===== config.mk =====
export PLATFORM = sky130hd
export DESIGN_NAME = parity_fault_injector
export DESIGN_NICKNAME = d
export VERILOG_FILES = /design/src/rtl/pfi_pkg.sv /design/src/rtl/pfi_ctrl_reg.sv /design/src/rtl/pfi_parity_gen.sv /design/src/rtl/pfi_inject_path.sv /design/src/rtl/parity_fault_injector.sv
export SDC_FILE = /design/constraint.sdc
export NUM_CORES = 1
export LEC_CHECK = 0
export BUFFER_PORTS_ARGS = -buffer_cell sky130_fd_sc_hd__buf_2
export CAP_MARGIN = 20
export CORE_AREA = 2 2 84 86
export DETAILED_ROUTE_END_ITERATION = 16
export DIE_AREA = 0 0 86 88
export PLACE_DENSITY_LB_ADDON = 0.15
export SYNTH_ARGS = -nofsm -noshare
export SYNTH_HDL_FRONTEND = slang
export SYNTH_SLANG_ARGS = --single-unit
export TNS_END_PERCENT = 10

===== constraint.sdc =====
create_clock -name clk -period 1.7 [get_ports clk]
set_clock_uncertainty 0.05 [all_clocks]
set_input_delay 0.34 -clock clk [delete_from_list [all_inputs] [get_ports clk]]
set_output_delay 0.34 -clock clk [all_outputs]
set_load 0.01 [all_outputs]

===== src/rtl/pfi_pkg.sv =====
// Package: shared layout of the injector control word.
// Assumes a 32-bit control word with fixed field positions.
package pfi_pkg;
    localparam int CFG_W    = 32;
    localparam int ARM_BIT  = 0;
    localparam int ID_LSB   = 4;
    localparam int MASK_LSB = 16;
endpackage


===== src/rtl/pfi_ctrl_reg.sv =====
// Module: control word storage. Holds the mask, the source identifier and
// the arm flag. Software may set arm; only hw_clear removes it, and
// hw_clear wins over a coincident set. Assumes MASK_LSB + PAR_W <= CFG_W.
module pfi_ctrl_reg
    import pfi_pkg::*;
#(
    parameter int PAR_W = 16,
    parameter int ID_W  = 4
) (
    input  logic             clk,
    input  logic             rst_n,
    input  logic             wr_en,
    input  logic [CFG_W-1:0] wr_data,
    input  logic             hw_clear,
    output logic [PAR_W-1:0] mask_q,
    output logic [ID_W-1:0]  id_q,
    output logic             arm_q,
    output logic [CFG_W-1:0] rd_data
);
    // Purpose: capture mask and identifier on software writes.
    always_ff @(posedge clk) begin
        if (!rst_n) begin
            mask_q <= '0;
            id_q   <= '0;
        end else if (wr_en) begin
            mask_q <= wr_data[MASK_LSB +: PAR_W];
            id_q   <= wr_data[ID_LSB +: ID_W];
        end
    end

    // Purpose: arm flag, set by software and cleared by hardware (clear wins).
    always_ff @(posedge clk) begin
        if (!rst_n)
            arm_q <= 1'b0;
        else if (hw_clear)
            arm_q <= 1'b0;
        else if (wr_en && wr_data[ARM_BIT])
            arm_q <= 1'b1;
    end

    // Purpose: assemble the readback word with reserved bits at zero.
    always_comb begin
        rd_data                      = '0;
        rd_data[MASK_LSB +: PAR_W]   = mask_q;
        rd_data[ID_LSB +: ID_W]      = id_q;
        rd_data[ARM_BIT]             = arm_q;
    end
endmodule


===== src/rtl/pfi_parity_gen.sv =====
// Module: per-byte even parity generator. Each output bit is the XOR of
// one byte lane. Assumes DATA_W is a multiple of BYTE_W.
module pfi_parity_gen #(
    parameter int DATA_W = 128,
    parameter int BYTE_W = 8,
    localparam int PAR_W = DATA_W / BYTE_W
) (
    input  logic [DATA_W-1:0] data,
    output logic [PAR_W-1:0]  parity
);
    // Purpose: one XOR reduction per byte lane.
    for (genvar g = 0; g < PAR_W; g++) begin : g_lane
        assign parity[g] = ^data[g*BYTE_W +: BYTE_W];
    end
endmodule


===== src/rtl/pfi_inject_path.sv =====
// Module: match logic and parity corruption. Fires on a valid first beat
// from the stored source while armed, and XORs the mask into the parity.
// Assumes all inputs are stable within the cycle.
module pfi_inject_path #(
    parameter int PAR_W = 16,
    parameter int ID_W  = 4
) (
    input  logic             beat_valid,
    input  logic             beat_first,
    input  logic [ID_W-1:0]  beat_src_id,
    input  logic [ID_W-1:0]  id_q,
    input  logic             arm_q,
    input  logic [PAR_W-1:0] mask_q,
    input  logic [PAR_W-1:0] clean_par,
    output logic             fire,
    output logic [PAR_W-1:0] par_out
);
    logic id_match;

    // Purpose: qualify the injection event.
    always_comb begin
        id_match = (beat_src_id == id_q);
        fire     = arm_q && beat_valid && beat_first && id_match;
    end

    // Purpose: apply the mask only on the firing beat.
    always_comb begin
        par_out = fire ? (clean_par ^ mask_q) : clean_par;
    end
endmodule


===== src/rtl/parity_fault_injector.sv =====
// Module: top of the bus parity error injector. Generates per-byte parity
// for each beat and corrupts it once on the chosen transaction.
// Assumes a single clock and synchronous active-low reset.
module parity_fault_injector
    import pfi_pkg::*;
#(
    parameter int DATA_W = 128,
    parameter int BYTE_W = 8,
    parameter int ID_W   = 4,
    localparam int PAR_W = DATA_W / BYTE_W
) (
    input  logic              clk,
    input  logic              rst_n,
    input  logic              cfg_wr_en,
    input  logic [CFG_W-1:0]  cfg_wr_data,
    output logic [CFG_W-1:0]  cfg_rd_data,
    input  logic              beat_valid,
    input  logic              beat_first,
    input  logic [ID_W-1:0]   beat_src_id,
    input  logic [DATA_W-1:0] beat_data,
    output logic [PAR_W-1:0]  beat_parity
);
    logic [PAR_W-1:0] mask_q;
    logic [ID_W-1:0]  id_q;
    logic             arm_q;
    logic             fire;
    logic [PAR_W-1:0] clean_par;

    pfi_ctrl_reg #(.PAR_W(PAR_W), .ID_W(ID_W)) u_reg (
        .clk      (clk),
        .rst_n    (rst_n),
        .wr_en    (cfg_wr_en),
        .wr_data  (cfg_wr_data),
        .hw_clear (fire),
        .mask_q   (mask_q),
        .id_q     (id_q),
        .arm_q    (arm_q),
        .rd_data  (cfg_rd_data)
    );

    pfi_parity_gen #(.DATA_W(DATA_W), .BYTE_W(BYTE_W)) u_gen (
        .data   (beat_data),
        .parity (clean_par)
    );

    pfi_inject_path #(.PAR_W(PAR_W), .ID_W(ID_W)) u_inj (
        .beat_valid  (beat_valid),
        .beat_first  (beat_first),
        .beat_src_id (beat_src_id),
        .id_q        (id_q),
        .arm_q       (arm_q),
        .mask_q      (mask_q),
        .clean_par   (clean_par),
        .fire        (fire),
        .par_out     (beat_parity)
    );
endmodule


==> run summary, run 1 <==
Die Area: 7570 um2
Failing checks: setup timing
Largest family of logic cells by synthesized area: XOR/XNOR gates
Unrepaired setup endpoints after global routing: true
DR vias: 2262
Fin crit period: 1.87 ns
Worst skew pair latency: 0.26 ns
Mapped Cells: 253
Max-cap viol count: 0
Gr ovfl total: 0
Final Hold Violating Endpoints: 0
Drt pass-1 iters: 4
Seq/Total Area, Yosys: 0.185
Fmax: 0.535 GHz
Width of the die: 86 um
Worst setup EP type: output port
Run status: finished, violations left
Final instance area: 3490 um2
ANT cells: 0
Cell Area, Synth: 2270 um2
Post-Layout Cell Count: 533
TritonCTS buffer count: 3
First-pass GRT wire length: 8640 um
Clock Sinks: 21
Pre-CTS WS: -0.103 ns
Die outline height: 88 um
XOR/XNOR Fraction of Synth Area: 0.512
Util after Layout: 0.525
Rows: 30
Post-route setup slack: -0.170 ns
Nets@finish: 623
Mux cell area share after synthesis: 0.0882
WL per Instance: 10.5 um
CP arrival: 1.48 ns
H-tree depth: 1
Worst EP required: 1.31 ns
Period Utilization, post-route: 1.10
Post-synth cell types: 21
Synth Warn #: 0
Most frequent cells in the layout: 194 x buf_2, 128 x xnor2_1, 20 x mux2i_1, 20 x nor2b_1, 16 x dfxtp_1
CTS Hold Bufs: 0
Ys flop type: dfxtp_1
Post-synth EDFFs: 0
# IOs: 217
Global placer's final weighted congestion: 0.663
Largest net degree at the start of global routing: 22
Max VDD drop: 0.322 mV
Clock Tree Buf Depth: 2
Area Overhead vs Synth: 53.7%
Total core area: 6640 um2
Setup-failing EPs final: 16
Vias per cell: 4.24
Synth Area in Compound Gates: 0.00220
CTS Root Cell: clkbuf_8
Power Density: 623 nW/um2
Commonest non-fill, non-tap cell in the layout: buf_2
IO buf count: 194
Fin. max-slew vios: 0
Worst-path clk slew: 0.08 ns
Initial antenna violation count: 0
1st-iter DRT viols: 26
DRC: 0
#FFs+latches synth: 21
CTS tree: built
Setup CP Type: reg -> out
Total wire length: 5610 um
Max FO, Critical Path: 7
GRT Overall Usage: 0.140
Post-DRT Antenna Nets: 0
Synth Area per Inst: 8.98 um2
Simple-gate share of the synthesized area: 0.143
Adder-Cell Fraction of Synth Area: 0
Layout cell share with drive strength beyond 1: 0.528
Hpwl dp: 4810 um
P_leak: 1.58 nW
Worst hold path class: in -> reg
Placed cell count: 526
Vias in the first global route: 2104
Starting Density: 0.342
Worst Setup Start Kind: register
Cell area after placement: 3350 um2
Async set or reset register ratio after synthesis: 0
routing by layer:
layer	routed length (um)	share of wire	GRT usage
met2	2930	0.52	0.279
met1	2040	0.36	0.148
met4	38	0.0068	0.0188
met3	601	0.11	0.0415
met5	0	0	0
cell families after synthesis:
group / count (synthesis)
xor+xnor: 132
simple gates: 55
buf+inv: 23
flops: 21
mux: 20
compound gates: 1
other cells: 1
where the power goes:
part | total (mW) | leakage, nW | switching [mW] | internal (mW)
clock | 0.327 | 0.0228 | 0.161 | 0.167
combinational | 1.30 | 1.39 | 0.573 | 0.727
sequential | 0.546 | 0.175 | 0.0232 | 0.523
state kept, by name, indices dropped and copies added (netlist names):
name	flops
u_reg.arm_q	1
u_reg.id_q	4
u_reg.mask_q	16
worst paths after layout:
check                   startpoint               end  slack [ns]  cells past startpoint
setup / recovery     u_reg.id_q[2]   beat_parity[13]       -0.17                      6
hold / removal     cfg_wr_data[18]   u_reg.mask_q[2]        0.29                      3
setup reg to reg       u_reg.arm_q       u_reg.arm_q        0.48                      6
hold reg to reg   u_reg.mask_q[15]  u_reg.mask_q[15]        0.49                      2
cell usage after synthesis (2+ instances only):
| cell type | instances | area share |
|---|---|---|
| mux2i_1 | 20 | 0.088 |
| buf_4 | 13 | 0.043 |
| xnor2_1 | 131 | 0.51 |
| inv_1 | 2 | 0.0033 |
| dfxtp_1 | 21 | 0.19 |
| nand3_2 | 3 | 0.013 |
| nor2_1 | 5 | 0.0083 |
| nand3_1 | 12 | 0.026 |
| nor3_1 | 2 | 0.0044 |
| nor2_2 | 10 | 0.028 |
| nor2b_1 | 20 | 0.055 |
| buf_6 | 2 | 0.0099 |
| buf_2 | 2 | 0.0044 |
| clkbuf_1 | 3 | 0.0050 |
cell type report:
| type | count | area, um2 |
|---|---|---|
| Multi-Input combinational cell | 219 | 1790 |
| Sequential cell | 21 | 427 |
| Clock buffer | 4 | 45.0 |
| Tap cell | 80 | 100 |
| Inverter | 2 | 7.51 |
| Fill cell | 650 | 3150 |
| Timing Repair Buffer | 207 | 1120 |
metrics by stage:
| stage | total power, mW | TNS, ns | hold slack, ns |
|---|---|---|---|
| global route | 2.34 | -3.87 | 0.278 |
| floorplan | 1.39 | 0 | 0.449 |
| global placement | 1.84 | -0.202 | 0.469 |
| CTS | 2.22 | -2.13 | 0.279 |
| finish | 2.17 | -2.07 | 0.288 |
| detailed placement | 1.85 | -0.502 | 0.479 |
what timing repair did:
action                                  4_1_cts  5_1_grt
cloned                                        0        0
endpoints found under the setup margin       16       16
setup buffers                                 3        0
pin swaps                                     5        0
resized for setup                            17        3
worst max-delay path, cell delays in order, from the launching register on:
cell and delay (ns):
dfxtp_2 0.34, xnor2_2 0.15, nand3_2 0.12, buf_6 0.17, nor3_4 0.17, xnor2_1 0.12
buf_2 0.15
(Power assumes the default switching activity.)
==> run 2: changes to the inputs <==
- CORE_AREA: 2 2 84 86 -> 2 2 83 85
- DIE_AREA: 0 0 86 88 -> 0 0 85 87
- REMOVE_ABC_BUFFERS: not set -> 1
- clock period: 1.7 -> 2.3 ns (I/O delays scaled with it)
==> run summary, run 2 (same netlist as run 1, synthesis figures left out) <==
Run status: completed
Placed cell count: 522
TritonCTS buffer count: 3
Worst-Margin Slew: 0.639 ns
Switching Power: 0.542 mW
Area Overhead vs Synth: 47.3%
1st-iter DRT viols: 47
IO buf count: 194
Fmax: 0.475 GHz
Power Density: 469 nW/um2
Seq pwr share: 0.256
Max-cap viol count: 0
Gr ovfl total: 0
Global placer's final weighted congestion: 0.688
WL per Instance: 10.4 um
Fin crit period: 2.10 ns
Largest Register: u_reg.mask_q
Unrepaired setup endpoints after global routing: false
P_leak: 1.51 nW
Max reg flops: 16
Layout cell share with drive strength beyond 1: 0.491
DRC: 0
Drt pass-1 iters: 3
Rows: 30
Worst setup EP type: output port
Setup-failing EPs final: 0
Worst hold path class: in -> reg
Relative slew slack: 0.574
Period Utilization, post-route: 0.915
Nets@finish: 618
Hpwl dp: 4770 um
GRT Overall Usage: 0.148
Worst Setup Start Kind: register
Setup TNS Final: 0 ns
Sw Ratio: 0.346
Clock Tree Buf Depth: 2
ANT cells: 0
Clock Power Share: 0.153
Vias in the first global route: 2102
Width of the die: 85 um
CTS Root Cell: clkbuf_8
Fin. max-slew vios: 0
Worst skew pair latency: 0.26 ns
# IOs: 217
First-pass GRT wire length: 9050 um
Die Area: 7400 um2
DR vias: 2227
Most frequent cells in the layout: 194 x buf_2, 130 x xnor2_1, 21 x dfxtp_1, 20 x mux2i_1, 20 x nor2b_1
CP arrival: 1.59 ns
FILL cells: 688
Worst EP required: 1.79 ns
Post-Layout Cell Count: 528
Final Hold Violating Endpoints: 0
Biggest regs: u_reg.mask_q x16, u_reg.id_q x4, u_reg.arm_q x1
Util after Layout: 0.509
Die outline height: 87 um
Pint: 1.03 mW
Post-DRT Antenna Nets: 0
Vias per cell: 4.22
Total wire length: 5510 um
Max VDD drop: 0.221 mV
Comb pwr share: 0.590
Commonest non-fill, non-tap cell in the layout: buf_2
Largest net degree at the start of global routing: 22
Max FO, Critical Path: 6
H-tree depth: 1
Total core area: 6570 um2
Initial antenna violation count: 0
Setup CP Type: reg -> out
CTS Hold Bufs: 0
Clock Sinks: 21
Worst-path clk slew: 0.08 ns
CTS tree: built
Starting Density: 0.346
==> run 2: layer usage <==
metal	global-route usage	wire (um)	part of all wire	up-vias
li1	-	-	-	1155
met1	0.161	2000	0.36	968
met2	0.288	2950	0.53	98
met3	0.0341	493	0.089	6
met4	0.0346	67	0.012	0
met5	0	0	0	-
==> run 2: worst paths after layout <==
check	start	end	slack, ns	cells after the start
hold / removal	cfg_wr_data[20]	u_reg.mask_q[4]	0.41	3
setup reg to reg	u_reg.id_q[0]	u_reg.arm_q	1.13	5
setup / recovery	u_reg.id_q[0]	beat_parity[14]	0.20	7
hold reg to reg	u_reg.mask_q[11]	u_reg.mask_q[11]	0.49	2
==> run 2: repair_timing <==
action                                  CTS  global route
resized for setup                         0             1
endpoints found under the setup margin    7             3
pin swaps                                 1             0
gates cloned                              0             0
buffers inserted                          2             0
==> run 2: layout make-up <==
class | instances | area, um2 | share of cell area
multi-input combinational | 219 | 1740 | 0.521
clock buffer | 4 | 45.0 | 0.0135
inverter | 2 | 7.51 | 0.00224
sequential | 21 | 420 | 0.126
tap | 80 | 100 | 0.0299
timing repair buffer | 202 | 1030 | 0.308
==> run 2: power groups by stage <==
stage                     clock network (mW)  logic, mW  registers (mW)
after floorplan                            0      0.575           0.420
after global placement                     0      0.925           0.409
after detailed placement                   0      0.933           0.410
after CTS                              0.254      0.942           0.402
after global routing                   0.267       1.02           0.406
final                                  0.241      0.925           0.402
==> run 2: worst max-delay path, cell delays in order, from the launching register on <==
cell and delay [ns]:
dfxtp_1 0.40, xnor2_2 0.15, nand3_2 0.11, buf_4 0.18
buf_4 0.14, nor2_2 0.10, xnor2_1 0.11, buf_2 0.14
==> run 2: metrics by stage <==
stage	hold WS, ns	total power [mW]	setup slack, ns	cell area, um2
after global routing	0.420	1.69	0.0307	3350
after detailed placement	0.478	1.34	0.0340	3280
after global placement	0.469	1.33	0.0377	3280
after CTS	0.398	1.60	0.100	3340
final	0.407	1.57	0.196	3350
after floorplan	0.489	0.995	0.370	2160
